`src/rtl/tmr_pkg.sv`:
```
package tmr_pkg;
  localparam int unsigned OFS_DIV = 4;
  localparam int unsigned OFS_CNT = 5;
  localparam int unsigned OFS_MOD = 6;
  localparam int unsigned OFS_CTL = 7;
  localparam int unsigned CTL_EN_BIT = 2;
  localparam int unsigned CTL_KEEP = 3;

  typedef enum logic [1:0] {
    RATE_SLOW = 2'b00,
    RATE_FAST = 2'b01,
    RATE_MID  = 2'b10,
    RATE_QTR  = 2'b11
  } rate_e;

  typedef struct packed {
    logic div;
    logic cnt;
    logic modr;
    logic ctl;
  } wsel_t;
endpackage

```
`src/rtl/tmr_divider.sv`:
```
module tmr_divider #(
  parameter int unsigned DATA_W   = 8,
  parameter int unsigned PRE_BITS = 8
) (
  input  logic              clk,
  input  logic              rst_n,
  input  logic              clr_req,
  input  logic              op_end,
  output logic [DATA_W-1:0] div_o
);
  localparam int unsigned TOT_W = DATA_W + PRE_BITS;

  logic [TOT_W-1:0] count_q;
  logic             pend_q;
  logic             clr_any;

  assign clr_any = clr_req || pend_q;

  always_ff @(posedge clk) begin
    if (!rst_n) begin
      count_q <= '0;
      pend_q  <= 1'b0;
    end else begin
      if (clr_any && op_end) count_q <= '0;
      else                   count_q <= count_q + 1'b1;
      pend_q <= clr_any && !op_end;
    end
  end

  assign div_o = count_q[TOT_W-1:PRE_BITS];
endmodule

```
`src/rtl/tmr_prescaler.sv`:
```
module tmr_prescaler #(
  parameter int unsigned PRE_W = 10,
  parameter int unsigned PER0  = 1024,
  parameter int unsigned PER1  = 16,
  parameter int unsigned PER2  = 64,
  parameter int unsigned PER3  = 256
) (
  input  logic       clk,
  input  logic       rst_n,
  input  logic       en,
  input  logic [1:0] sel,
  output logic       tick_o
);
  import tmr_pkg::*;

  logic [PRE_W-1:0] cnt_q;
  logic [PRE_W-1:0] lim;

  always_comb begin
    case (rate_e'(sel))
      RATE_SLOW: lim = PRE_W'(PER0 - 1);
      RATE_FAST: lim = PRE_W'(PER1 - 1);
      RATE_MID:  lim = PRE_W'(PER2 - 1);
      default:   lim = PRE_W'(PER3 - 1);
    endcase
  end

  assign tick_o = en && (cnt_q == lim);

  always_ff @(posedge clk) begin
    if (!rst_n)      cnt_q <= '0;
    else if (tick_o) cnt_q <= '0;
    else if (en)     cnt_q <= cnt_q + 1'b1;
  end
endmodule

```
`src/rtl/tmr_counter.sv`:
```
module tmr_counter #(
  parameter int unsigned DATA_W = 8
) (
  input  logic              clk,
  input  logic              rst_n,
  input  logic              tick,
  input  logic              wr_cnt,
  input  logic              wr_mod,
  input  logic [DATA_W-1:0] wdata,
  output logic [DATA_W-1:0] cnt_o,
  output logic [DATA_W-1:0] mod_o,
  output logic              irq_o
);
  logic [DATA_W-1:0] cnt_q, mod_q;
  logic              irq_q;
  logic              wrap;

  assign wrap = tick && (cnt_q == {DATA_W{1'b1}});

  always_ff @(posedge clk) begin
    if (!rst_n) begin
      cnt_q <= '0;
      mod_q <= '0;
      irq_q <= 1'b0;
    end else begin
      if (wr_cnt)    cnt_q <= wdata;
      else if (wrap) cnt_q <= mod_q;
      else if (tick) cnt_q <= cnt_q + 1'b1;
      if (wr_mod)    mod_q <= wdata;
      irq_q <= wrap && !wr_cnt;
    end
  end

  assign cnt_o = cnt_q;
  assign mod_o = mod_q;
  assign irq_o = irq_q;
endmodule

```
`src/rtl/tmr_top.sv`:
```
module tmr_top #(
  parameter int unsigned DATA_W   = 8,
  parameter int unsigned ADDR_W   = 3,
  parameter int unsigned PRE_BITS = 8,
  parameter int unsigned PER0     = 1024,
  parameter int unsigned PER1     = 16,
  parameter int unsigned PER2     = 64,
  parameter int unsigned PER3     = 256
) (
  input  logic              clk,
  input  logic              rst_n,
  input  logic              wr_en,
  input  logic [ADDR_W-1:0] addr,
  input  logic [DATA_W-1:0] wdata,
  input  logic              op_end,
  output logic [DATA_W-1:0] rd_data,
  output logic              irq_o
);
  import tmr_pkg::*;

  localparam int unsigned PMAX01 = (PER0 > PER1) ? PER0 : PER1;
  localparam int unsigned PMAX23 = (PER2 > PER3) ? PER2 : PER3;
  localparam int unsigned PMAX   = (PMAX01 > PMAX23) ? PMAX01 : PMAX23;
  localparam int unsigned PRE_W  = $clog2(PMAX);

  wsel_t                 wsel;
  logic [CTL_KEEP-1:0]   ctl_q;
  logic [DATA_W-1:0]     div_q, cnt_q, mod_q;
  logic                  tick;

  always_comb begin
    wsel.div  = wr_en && (addr == ADDR_W'(OFS_DIV));
    wsel.cnt  = wr_en && (addr == ADDR_W'(OFS_CNT));
    wsel.modr = wr_en && (addr == ADDR_W'(OFS_MOD));
    wsel.ctl  = wr_en && (addr == ADDR_W'(OFS_CTL));
  end

  always_ff @(posedge clk) begin
    if (!rst_n)        ctl_q <= '0;
    else if (wsel.ctl) ctl_q <= wdata[CTL_KEEP-1:0];
  end

  tmr_divider #(.DATA_W(DATA_W), .PRE_BITS(PRE_BITS)) u_div (
    .clk(clk), .rst_n(rst_n), .clr_req(wsel.div), .op_end(op_end), .div_o(div_q)
  );

  tmr_prescaler #(.PRE_W(PRE_W), .PER0(PER0), .PER1(PER1), .PER2(PER2), .PER3(PER3)) u_pre (
    .clk(clk), .rst_n(rst_n), .en(ctl_q[CTL_EN_BIT]), .sel(ctl_q[1:0]), .tick_o(tick)
  );

  tmr_counter #(.DATA_W(DATA_W)) u_cnt (
    .clk(clk), .rst_n(rst_n), .tick(tick), .wr_cnt(wsel.cnt), .wr_mod(wsel.modr),
    .wdata(wdata), .cnt_o(cnt_q), .mod_o(mod_q), .irq_o(irq_o)
  );

  always_comb begin
    case (addr)
      ADDR_W'(OFS_DIV): rd_data = div_q;
      ADDR_W'(OFS_CNT): rd_data = cnt_q;
      ADDR_W'(OFS_MOD): rd_data = mod_q;
      ADDR_W'(OFS_CTL): rd_data = {{(DATA_W-CTL_KEEP){1'b1}}, ctl_q};
      default:          rd_data = '0;
    endcase
  end
endmodule

```
`config.mk`:
```
export PLATFORM = sky130hd
export DESIGN_NAME = tmr_top
export DESIGN_NICKNAME = d
export VERILOG_FILES = /design/src/rtl/tmr_pkg.sv /design/src/rtl/tmr_divider.sv /design/src/rtl/tmr_prescaler.sv /design/src/rtl/tmr_counter.sv /design/src/rtl/tmr_top.sv
export SDC_FILE = /design/constraint.sdc
export NUM_CORES = 1
export LEC_CHECK = 0
export ABC_AREA = 1
export BUFFER_PORTS_ARGS = -buffer_cell sky130_fd_sc_hd__buf_2
export CORE_MARGIN = 5
export CORE_UTILIZATION = 30
export CTS_CLUSTER_DIAMETER = 120
export DETAILED_ROUTE_END_ITERATION = 8
export GPL_TIMING_DRIVEN = 0
export SLEW_MARGIN = 20
export SYNTH_ARGS = -nofsm -noshare
export SYNTH_HDL_FRONTEND = slang
export SYNTH_SLANG_ARGS = --single-unit
export TNS_END_PERCENT = 5
```
`constraint.sdc`:
```
create_clock -name clk -period 2.1 [get_ports clk]
set_input_delay 0.42 -clock clk [delete_from_list [all_inputs] [get_ports clk]]
set_output_delay 0.42 -clock clk [all_outputs]
set_load 0.005 [all_outputs]
```
# Word level (Yosys, flattened, before mapping)
# Index checks and enable logic that the tools add are counted.
[classes]
add_sub_neg = 3
eq_ne = 8
muxes = 5
bitwise = 1
n_reduce_logical = 16
[op_table]
columns = ["operator", "count"]
rows = [
  ["case mux 8 bit (4 select lines)", 1],
  ["case mux 10 bit (3 select lines)", 1],
  ["two-way mux 8 bit", 3],
  ["adder 16 x 1 -> 16 bit (second input constant)", 1],
  ["== test 3 bit (second input constant)", 4],
  ["adder 10 x 1 -> 10 bit (second input constant)", 1],
  ["== test 10 bit", 1],
  ["logical AND 1 bit", 9],
  ["adder 8 x 1 -> 8 bit (second input constant)", 1],
  ["== test 8 bit (second input constant)", 1],
  ["OR reduction 2 bit", 2],
  ["nonzero test 3 bit", 1],
  ["== test 2 x 1 -> 1 bit (second input constant)", 1],
  ["== test 2 bit (second input constant)", 1],
  ["zero test 1 bit", 2],
  ["zero test 2 bit", 1],
  ["logical OR 1 bit", 1],
  ["NOT 1 bit", 1],
]
[totals]
ff_bits = 47
in_bits = 15
output_inout_bits = 9

# Logic depth before layout (Yosys ltp)
# Gate-level depths: netlist of the first run.
[logic_depth]
ltp_word = 7
depth_mapped = 12
mapped_depth_nobuf = 12

# Cells and area by module
# From an unflattened synthesis of the first run, not the netlist that was laid out.
[unflattened]
cells_unflattened = 414
area_unflattened_um2 = 2777.7
[modules_own_cells]
columns = ["mod", "instances", "cells_per_inst", "area_per_inst_um2", "seq_area_each_um2"]
rows = [
  ["tmr_counter", 1, 126, 900.9, 340.3],
  ["tmr_divider", 1, 129, 890.9, 340.3],
  ["tmr_prescaler", 1, 89, 598.1, 200.2],
  ["tmr_top", 1, 70, 387.9, 60.1],
]

# Worst setup path before layout of the first run
# No wires, ideal clock.
[synth_timing]
path_kind = "reg2reg"
from = "reg ctl_q[0]"
to = "reg u_cnt.cnt_q[0], in the netlist u_cnt.cnt_o[0]"
setup_time_ns = 0.128
arrival_time_ns = 1.366
setup_slack_ns = 0.606
path_stages_with_launch = 13
path_buffers = 0
period_less_slack_ns = 1.494
cell_sequence = "dfxtp_1 -> inv_1 -> ha_1 -> inv_1 -> nand3_1 -> nand2_1 -> nand2_1 -> inv_1 -> nand2_4 -> nand3_1 -> nand2_1 -> a21oi_1 -> nor2_1"
[synth_via]
elab_chain_cells = 7
elab_cells_between_ends = 10
classes_between = "3 x eq/ne; 3 x mux; 4 x reduce/logical"
[synth_lines]
columns = ["element", "line_no", "text"]
rows = [
  ["start: declaration", "tmr_top.sv:27", "logic [CTL_KEEP-1:0] ctl_q;"],
  ["start signal: assignment", "tmr_top.sv:40", "else if (wsel.ctl) ctl_q <= wdata[CTL_KEEP-1:0];"],
  ["== test 2 bit (tied with other cells)", "tmr_prescaler.sv:20", "case (rate_e'(sel))"],
  ["case mux 10 bit (3 select lines) (*)", "tmr_prescaler.sv:20", ""],
  ["== test 10 bit (*)", "tmr_prescaler.sv:28", "assign tick_o = en && (cnt_q == lim);"],
  ["logical AND 1 bit (*)", "tmr_prescaler.sv:28", ""],
  ["logical AND 1 bit", "tmr_counter.sv:18", "assign wrap = tick && (cnt_q == {DATA_W{1'b1}});"],
  ["two-way mux 8 bit", "tmr_counter.sv:27", "else if (wrap) cnt_q <= mod_q;"],
  ["two-way mux 8 bit", "tmr_counter.sv:26", "if (wr_cnt) cnt_q <= wdata;"],
  ["end signal: assignment", "tmr_counter.sv:26", ""],
  ["end signal: assignment", "tmr_counter.sv:27", ""],
  ["end signal: assignment", "tmr_counter.sv:28", "else if (tick) cnt_q <= cnt_q + 1'b1;"],
  ["end: declaration", "tmr_counter.sv:14", "logic [DATA_W-1:0] cnt_q, mod_q;"],
]
# Mark *: on every way between the ends. The rest lies on a longest branch, timed or not.
# A chain may end at the register's enable or synchronous reset.

# Final worst setup path of the first run
[layout_timing]
from = "in addr[0]"
to = "out rd_data[0]"
[layout_via]
elab_chain_cells = 2
elab_cells_between_ends = 5
classes_between = "4 x eq/ne; 1 x mux"
[layout_lines]
columns = ["element", "line_no", "text"]
rows = [
  ["start: declaration", "tmr_top.sv:13", "input logic [ADDR_W-1:0] addr,"],
  ["== test 3 bit", "tmr_top.sv:57", "case (addr)"],
  ["case mux 8 bit (4 select lines) (*)", "tmr_top.sv:57", ""],
  ["end: declaration", "tmr_top.sv:16", "output logic [DATA_W-1:0] rd_data,"],
]
# Marks and branches as above.

==> results of run 1 <==
==> critical path, delay by kind of cell <==
| family | cells | cell delay, ns |
|---|---|---|
| AND/OR/NAND/NOR | 1 | 0.18 |
| buffers and inverters | 4 | 0.47 |
| AO/OA/AOI/OAI | 2 | 0.35 |
==> layout make-up <==
type / count / share of cell area, %
buffer: 6 / 1.65
inverter: 57 / 7.23
tap: 108 / 4.57
timing repair buffer: 23 / 3.89
sequential: 47 / 31.8
clock inverter: 1 / 0.169
multi-input combinational: 260 / 48.1
clock buffer: 7 / 2.58
==> metal layers <==
layer  vias up  part of all wire (%)
li1       1267                     -
met1      1056                    48
met2        32                    48
met3         5                   3.2
met4         0                  0.94
met5         -                     0
==> state kept, by name, indices dropped and copies added (netlist names) <==
register and count:
u_cnt.cnt_o 8, u_cnt.irq_o 1, u_cnt.mod_o 8, u_div.pend_q 1, u_div.count_q 16, ctl_q 3
u_pre.cnt_q 10
==> power by group <==
group	leakage [nW]	switching, W	internal [W]
sequential	0.380	0.0000188	0.000915
combinational	0.773	0.0000931	0.0000585
clock	0.0422	0.000296	0.000234
total	1.20	0.000408	0.00121
==> synthesized netlist by cell type (all sizes together) <==
cell,number
xor2,8
a21oi,32
clkbuf,2
nor2,48
and2,1
nand4,10
inv,55
dfxtp,47
a22oi,3
o211ai,2
nand2,72
xnor2,3
or2,3
buf,4
nor3b,2
nand3,31
nand3b,2
clkinv,2
o21ai,26
nor3,6
ha,5
o221ai,6
==> worst max-delay path by stage <==
stage / endpoint / slack (ns)
after floorplan: u_cnt.cnt_o[0] / 0.61
after global placement: rd_data[0] / 0.25
after detailed placement: rd_data[0] / 0.27
after CTS: rd_data[0] / 0.27
after global routing: rd_data[0] / 0.13
final: rd_data[0] / 0.26
==> cells in the final DEF, fill, tap and decap left out, types with 4 or more instances in the layout <==
master,instances
inv_2,4
nand2_1,64
ha_1,5
buf_2,23
o21ai_0,22
dfxtp_1,47
nand3_1,27
xor2_1,8
clkbuf_8,5
nand4_1,9
o221ai_1,6
clkbuf_1,4
nor3_1,5
nand2_2,7
a21oi_1,32
inv_1,51
nor2_1,43
==> metrics by stage <==
stage / util [%] / total power [W]
after floorplan: - / 0.00105
after global placement: 33.3 / 0.00110
after detailed placement: 33.3 / 0.00111
after CTS: 34.3 / 0.00163
after global routing: 34.3 / 0.00169
final: 34.3 / 0.00162
==> kinds of logic after synthesis <==
group	synth area share, %
simple gates	33.1
flops	35.8
buf+inv	10.0
fa+ha+maj	2.38
xor+xnor	3.67
compound gates	15.0
==> impl_metrics.env, run 1 <==
export IMPL_status="finished, final reports clean"
export IMPL_worst_slack_ns=0.258
export IMPL_synth_top_cell_area_share_pct=35.8
export IMPL_slew_headroom_pct=66.7
export IMPL_dp_slack_ns=0.269
export IMPL_grt_ovfl_total=0
export IMPL_cts_resized=0
export IMPL_grt_busiest_layer="met2"
export IMPL_cts_tree="yes"
export IMPL_ant_nets=0
export IMPL_timing_rr_end="u_cnt.cnt_o[3]"
export IMPL_hp_class="primary input to register"
export IMPL_crit_path_start="addr[0]"
export IMPL_cts_hold_fix_buffers=0
export IMPL_drc=0
export IMPL_final_area_sq_mm=0.00296
export IMPL_reg2regPathDepth=11
export IMPL_grt_use_total_pct=11.3
export IMPL_place_area_sq_mm=0.00288
export IMPL_clockBufferDepth=2
export IMPL_reg2reg_setup_slack_ns=0.39
export IMPL_critPathRequiredTime_ns=1.68
export IMPL_finalCriticalPeriod_ns=1.84
export IMPL_die_area_sq_mm=0.0107
export IMPL_path_max_fanout=6
export IMPL_fillers=936
export IMPL_synth_top_area_cell="dfxtp_1"
export IMPL_clock_skew_ns=0.0150
export IMPL_die_w_um=104
export IMPL_grt_pass1_wl_mm=10.3
export IMPL_met2_usage_pct=19.3
export IMPL_cp_arrival_ns=1.42
export IMPL_gp_congestion=0.805
export IMPL_synth_seq_cells=47
export IMPL_path_clk_slew_ns=0.08
export IMPL_setup_violations=0
export IMPL_crit_chain="buf_2 -> inv_1 -> nand3_1 -> inv_1 -> a22oi_1 -> o221ai_1 -> buf_2"
export IMPL_powerDensity_mw_per_mm2=546
export IMPL_die_h_um=104
export IMPL_ir_worst_vdd_mv=0.388
export IMPL_tns_ns=0
export IMPL_clkLatencyLatePin_ns=0.30
export IMPL_clock_sinks=47
export IMPL_finalHoldViolCount=0
export IMPL_synth_nets=390
export IMPL_yosysWarnings=0
export IMPL_core_sq_mm=0.00864
export IMPL_min_from="wdata[4]"
export IMPL_cts_buffers=5
export IMPL_leakage_nw=1.20
export IMPL_fp_row_count=34
export IMPL_area_growth_pct=12.6
export IMPL_r2r_start="ctl_q[0]"
export IMPL_use_met1_pct=14.5
export IMPL_final_layout_size_suffix_gt1_share_pct=15.0
export IMPL_met3_usage_pct=2.24
export IMPL_diodes=0
export IMPL_drv_slew=0
export IMPL_critPathKind="primary input to output port"
export IMPL_min_path_cells=3
export IMPL_drv_cap=0
export IMPL_io_pins=24
export IMPL_postCtsSetupBuffers=0
export IMPL_wirelength_mm=5.98
export IMPL_cts_htree_levels=2
export IMPL_start_util_pct=30.4
export IMPL_finalNonFillerCells=509
export IMPL_max_freq_mhz=543
export IMPL_crit_slowest_cell="nand3_1"
export IMPL_rsz0062_at_grt="no"
export IMPL_fin_crit_sh_pct=87.7
export IMPL_port_buffers=23
export IMPL_hold_path_end="u_cnt.mod_o[4]"
export IMPL_vias=2360
export IMPL_first_global_vias=2179
export IMPL_holdWs_ns=0.433
export IMPL_routed_via_density=4.64
export IMPL_grt_max_degree=14
export IMPL_seqCellArea_sq_um=941
export IMPL_root_buffer="clkbuf_8"
export IMPL_worst_slew_pin_slew_ns=0.499
export IMPL_synthDistinctLibCells=37
export IMPL_slowest_delay_ns=0.18
export IMPL_nets=420
export IMPL_synth_avg_cell_area_sq_um=7.10
export IMPL_syn_area_sq_mm=0.00263
export IMPL_first_pass_iters=4
export IMPL_yosysSeqAreaShare_pct=35.8
export IMPL_start_kind="primary input"
export IMPL_post_drt_wl_per_cell_um=11.8
export IMPL_antenna_found_initial=0
export IMPL_netlist_instances=370
export IMPL_crit_path_end_kind="output port"
export IMPL_hpwl_mm=4.86
export IMPL_multi_input_area_sq_mm=0.00142
export IMPL_first_iter_violations=131
export IMPL_netlist_top_cells_area="dfxtp_1, nand2_1, inv_1"
export IMPL_dpl_cell_count=501
Note: power is estimated with default switching activity, not from simulation.
==> run 2, diff against run 1 <==
--- a/config.mk
+++ b/config.mk
@@ -7,7 +7,7 @@
 export LEC_CHECK = 0
 export ABC_AREA = 1
 export BUFFER_PORTS_ARGS = -buffer_cell sky130_fd_sc_hd__buf_2
-export CORE_MARGIN = 5
+export CORE_MARGIN = 2
 export CORE_UTILIZATION = 30
 export CTS_CLUSTER_DIAMETER = 120
 export DETAILED_ROUTE_END_ITERATION = 8
==> impl_metrics.env, run 2 (synthesis results as in run 1) <==
export IMPL_worst_slew_pin_slew_ns=0.494
export IMPL_core_sq_mm=0.00859
export IMPL_final_layout_size_suffix_gt1_share_pct=15.5
export IMPL_postCtsSetupBuffers=0
export IMPL_slew_headroom_pct=67.1
export IMPL_first_iter_violations=168
export IMPL_timing_rr_end="u_cnt.cnt_o[3]"
export IMPL_crit_buf_inv=4
export IMPL_fin_crit_sh_pct=86.3
export IMPL_wirelength_mm=6.04
export IMPL_first_pass_iters=4
export IMPL_crit_path_end_kind="output port"
export IMPL_reg_largest_list="u_div.count_q x16, u_pre.cnt_q x10"
export IMPL_hpwl_mm=4.81
export IMPL_port_buffers=23
export IMPL_first_global_vias=2204
export IMPL_grt_max_degree=15
export IMPL_met1_length_mm=2.91
export IMPL_fillers=944
export IMPL_antenna_found_initial=0
export IMPL_area_growth_pct=14.0
export IMPL_final_util_pct=34.9
export IMPL_finalNonFillerCells=509
export IMPL_critPathKind="primary input to output port"
export IMPL_grt_pass1_wl_mm=10.3
export IMPL_cts_buffers=5
export IMPL_reg2reg_setup_slack_ns=0.38
export IMPL_post_drt_wl_per_cell_um=11.9
export IMPL_io_pins=24
export IMPL_cts_resized=0
export IMPL_crit_slowest_cell="inv_1"
export IMPL_start_kind="primary input"
export IMPL_p_total_w=0.00179
export IMPL_most_common_layout_cells="nand2_1, inv_1, dfxtp_1"
export IMPL_vias=2376
export IMPL_die_w_um=97.6
export IMPL_root_buffer="clkbuf_8"
export IMPL_gp_congestion=0.859
export IMPL_min_path_cells=3
export IMPL_largest_register_ffs=16
export IMPL_tns_ns=0
export IMPL_top_layer="met4"
export IMPL_setup_violations=0
export IMPL_drc=0
export IMPL_cp_arrival_ns=1.39
export IMPL_cts_htree_levels=2
export IMPL_routed_via_density=4.67
export IMPL_crit_path_end="rd_data[1]"
export IMPL_slowest_delay_ns=0.19
export IMPL_grt_use_total_pct=13.1
export IMPL_clockBufferDepth=2
export IMPL_leakage_nw=1.21
export IMPL_diodes=0
export IMPL_crit_path_start="addr[0]"
export IMPL_path_clk_slew_ns=0.09
export IMPL_ant_nets=0
export IMPL_place_area_sq_mm=0.00288
export IMPL_largest_register="u_div.count_q"
export IMPL_path_max_fanout=6
export IMPL_path_delay_family="buffers and inverters"
export IMPL_status="finished, final reports clean"
export IMPL_powerDensity_mw_per_mm2=596
export IMPL_nets=420
export IMPL_cts_hold_fix_buffers=0
export IMPL_route_met3_wl_um=191
export IMPL_drv_cap=0
export IMPL_ir_worst_vdd_mv=0.431
export IMPL_reg2regPathDepth=11
export IMPL_finalHoldViolCount=0
export IMPL_fp_row_count=34
export IMPL_crit_cells=7
export IMPL_wl_met2_mm=2.91
export IMPL_clock_sinks=47
export IMPL_clkLatencyLatePin_ns=0.30
export IMPL_hp_class="primary input to register"
export IMPL_die_area_sq_mm=0.00952
export IMPL_die_h_um=97.6
export IMPL_rsz0062_at_grt="no"
export IMPL_dpl_cell_count=501
export IMPL_max_freq_mhz=552
export IMPL_crit_chain="buf_2 -> inv_1 -> nand3_1 -> inv_1 -> a22oi_1 -> o211ai_1 -> buf_2"
export IMPL_r2r_start="ctl_q[0]"
export IMPL_clock_skew_ns=0.0126
export IMPL_critPathRequiredTime_ns=1.68
export IMPL_start_util_pct=30.6
export IMPL_final_common_cell="nand2_1"
export IMPL_drv_slew=0
export IMPL_cts_tree="yes"
export IMPL_final_area_sq_mm=0.00300
export IMPL_grt_ovfl_total=0
export IMPL_finalCriticalPeriod_ns=1.81
==> run 2: worst reg2reg max path: cells and delay by family (launching register included) <==
| kind | cells | cell delay (ns) |
|---|---|---|
| compound gates | 1 | 0.12 |
| fa+ha+maj | 1 | 0.31 |
| buf+inv | 4 | 0.30 |
| flops | 1 | 0.39 |
| simple gates | 5 | 0.53 |
==> run 2: area by class of cell <==
| type | instances | area (sq um) | area share, % |
|---|---|---|---|
| Sequential cell | 47 | 941 | 31.4 |
| Clock inverter | 2 | 35.0 | 1.17 |
| Clock buffer | 6 | 82.6 | 2.76 |
| Buffer | 6 | 48.8 | 1.63 |
| Multi-Input combinational cell | 260 | 1420 | 47.5 |
| Tap cell | 108 | 135 | 4.51 |
| Timing Repair Buffer | 23 | 115 | 3.84 |
| Inverter | 57 | 214 | 7.14 |
==> run 2: worst min-delay path by stage <==
stage	start	to	slack (ns)
4_1_cts	wdata[7]	u_cnt.mod_o[7]	0.41
6_report	wdata[7]	u_cnt.mod_o[7]	0.43
3_3_place_gp	u_div.count_q[0]	u_div.count_q[0]	0.43
2_1_floorplan	u_div.count_q[0]	u_div.count_q[0]	0.42
5_1_grt	wdata[7]	u_cnt.mod_o[7]	0.42
3_5_place_dp	u_div.count_q[0]	u_div.count_q[0]	0.44
==> run 2: where the power goes <==
group	total [W]	switching, W	leakage [nW]	internal [W]
Combinational	0.000151	0.0000930	0.773	0.0000582
Sequential	0.000934	0.0000191	0.380	0.000915
Clock	0.000700	0.000314	0.0612	0.000386
==> run 2: metrics by stage <==
| step | worst slack [ns] | hold slack, ns |
|---|---|---|
| 5_1_grt | 0.191 | 0.424 |
| 3_5_place_dp | 0.291 | 0.438 |
| 2_1_floorplan | 0.606 | 0.417 |
| 4_1_cts | 0.284 | 0.415 |
| 6_report | 0.287 | 0.426 |
| 3_3_place_gp | 0.291 | 0.429 |
==> run 2: per-layer routing <==
metal / vias to the layer above / global-route usage (%)
met3: 2 / 2.88
li1: 1268 / -
met1: 1075 / 16.8
met2: 31 / 22.3
met4: 0 / 3.53
met5: - / 0
==> run 3, diff against run 2 <==
--- a/config.mk
+++ b/config.mk
@@ -12,7 +12,7 @@
 export CTS_CLUSTER_DIAMETER = 120
 export DETAILED_ROUTE_END_ITERATION = 8
 export GPL_TIMING_DRIVEN = 0
-export SLEW_MARGIN = 20
+export RECOVER_POWER = 100
 export SYNTH_ARGS = -nofsm -noshare
 export SYNTH_HDL_FRONTEND = slang
 export SYNTH_SLANG_ARGS = --single-unit
==> impl_metrics.env, run 3 (synthesis results as in run 1) <==
export IMPL_diodes=0
export IMPL_crit_path_end_kind="output port"
export IMPL_multi_input_area_sq_mm=0.00139
export IMPL_die_h_um=97.6
export IMPL_met2_usage_pct=22.3
export IMPL_critPathKind="primary input to output port"
export IMPL_area_growth_pct=12.0
export IMPL_place_area_sq_mm=0.00288
export IMPL_seqCellArea_sq_um=941
export IMPL_powerDensity_mw_per_mm2=604
export IMPL_cts_resized=0
export IMPL_grt_ovfl_total=0
export IMPL_fillers=959
export IMPL_clock_sinks=47
export IMPL_grt_use_total_pct=13.1
export IMPL_core_sq_mm=0.00859
export IMPL_cts_buffers=5
export IMPL_fin_crit_sh_pct=87.2
export IMPL_routed_via_density=4.70
export IMPL_largest_register="u_div.count_q"
export IMPL_first_iter_violations=189
export IMPL_reg_largest_list="u_div.count_q x16, u_pre.cnt_q x10"
export IMPL_path_clk_slew_ns=0.08
export IMPL_largest_register_ffs=16
export IMPL_start_kind="primary input"
export IMPL_start_util_pct=30.6
export IMPL_cts_hold_fix_buffers=0
export IMPL_io_pins=24
export IMPL_rsz0062_at_grt="no"
export IMPL_root_buffer="clkbuf_8"
export IMPL_grt_busiest_layer="met2"
export IMPL_met3_usage_pct=2.88
export IMPL_path_max_fanout=6
export IMPL_final_layout_size_suffix_gt1_share_pct=11.7
export IMPL_drv_cap=0
export IMPL_drc=0
export IMPL_use_met1_pct=16.8
export IMPL_leakage_nw=1.17
export IMPL_post_drt_wl_per_cell_um=11.9
export IMPL_finalCriticalPeriod_ns=1.83
export IMPL_grt_max_degree=15
export IMPL_clockBufferDepth=2
export IMPL_slew_headroom_pct=51.0
export IMPL_die_w_um=97.6
export IMPL_drv_slew=0
export IMPL_clkLatencyLatePin_ns=0.31
export IMPL_critPathRequiredTime_ns=1.68
export IMPL_hp_class="primary input to register"
export IMPL_finalHoldViolCount=0
export IMPL_postCtsSetupBuffers=0
export IMPL_cts_htree_levels=2
export IMPL_grt_pass1_wl_mm=10.3
export IMPL_nets=420
export IMPL_cts_tree="yes"
export IMPL_most_common_layout_cells="nand2_1, inv_1, dfxtp_1"
export IMPL_ant_nets=0
export IMPL_ir_worst_vdd_mv=0.431
export IMPL_port_buffers=23
export IMPL_tns_ns=0
export IMPL_die_area_sq_mm=0.00952
export IMPL_first_global_vias=2204
export IMPL_worst_slew_pin_slew_ns=0.728
export IMPL_setup_violations=0
export IMPL_antenna_found_initial=0
export IMPL_status="finished, final reports clean"
export IMPL_cp_arrival_ns=1.41
export IMPL_final_area_sq_mm=0.00294
export IMPL_final_common_cell="nand2_1"
export IMPL_clock_skew_ns=0.0132
export IMPL_hpwl_mm=4.81
export IMPL_first_pass_iters=5
export IMPL_wirelength_mm=6.05
export IMPL_fp_row_count=34
export IMPL_gp_congestion=0.859
export IMPL_vias=2391
export IMPL_max_freq_mhz=546
run 3: power breakdown:
part	switching (W)	total [W]	internal (W)
Sequential	0.0000190	0.000934	0.000915
Clock	0.000317	0.000703	0.000386
Combinational	0.0000888	0.000143	0.0000542
run 3: metrics by stage:
step	power (W)	setup WS (ns)	hold slack (ns)	util, %	instances
2_1_floorplan	0.00105	0.606	0.417	-	370
3_3_place_gp	0.00110	0.291	0.429	33.5	501
3_5_place_dp	0.00111	0.291	0.438	33.5	501
4_1_cts	0.00180	0.284	0.415	34.9	509
5_1_grt	0.00186	0.0998	0.420	34.3	509
6_report	0.00178	0.270	0.383	34.3	509
run 3: worst paths after layout:
| kind | endpoint | start | depth (start not counted) | slack [ns] |
|---|---|---|---|---|
| worst min register to register | u_div.count_q[0] | u_div.count_q[0] | 1 | 0.44 |
| worst max register to register | u_cnt.cnt_o[3] | ctl_q[0] | 11 | 0.28 |
| worst max-delay path | rd_data[0] | addr[0] | 7 | 0.27 |
| worst min-delay path | u_div.pend_q | op_end | 4 | 0.38 |
run 3: critical path, cell delays in order:
cell,delay [ns]
clkbuf_1,0.13
inv_1,0.10
nand3_1,0.18
inv_1,0.13
a22oi_1,0.17
o221ai_1,0.14
clkbuf_1,0.14
run 3: layout make-up:
cell class,instances,share of cell area (%)
multi-input combinational,260,47.2
inverter,57,7.27
sequential,47,32.0
tap,108,4.59
clock inverter,2,1.19
timing repair buffer,23,3.61
buffer,6,1.40
clock buffer,6,2.80
run 3: routing by layer:
metal  share of wire, %  routed length, um
met3                4.0                242
met5                  0                  0
met4               0.45                 27
met2                 48               2930
met1                 47               2850
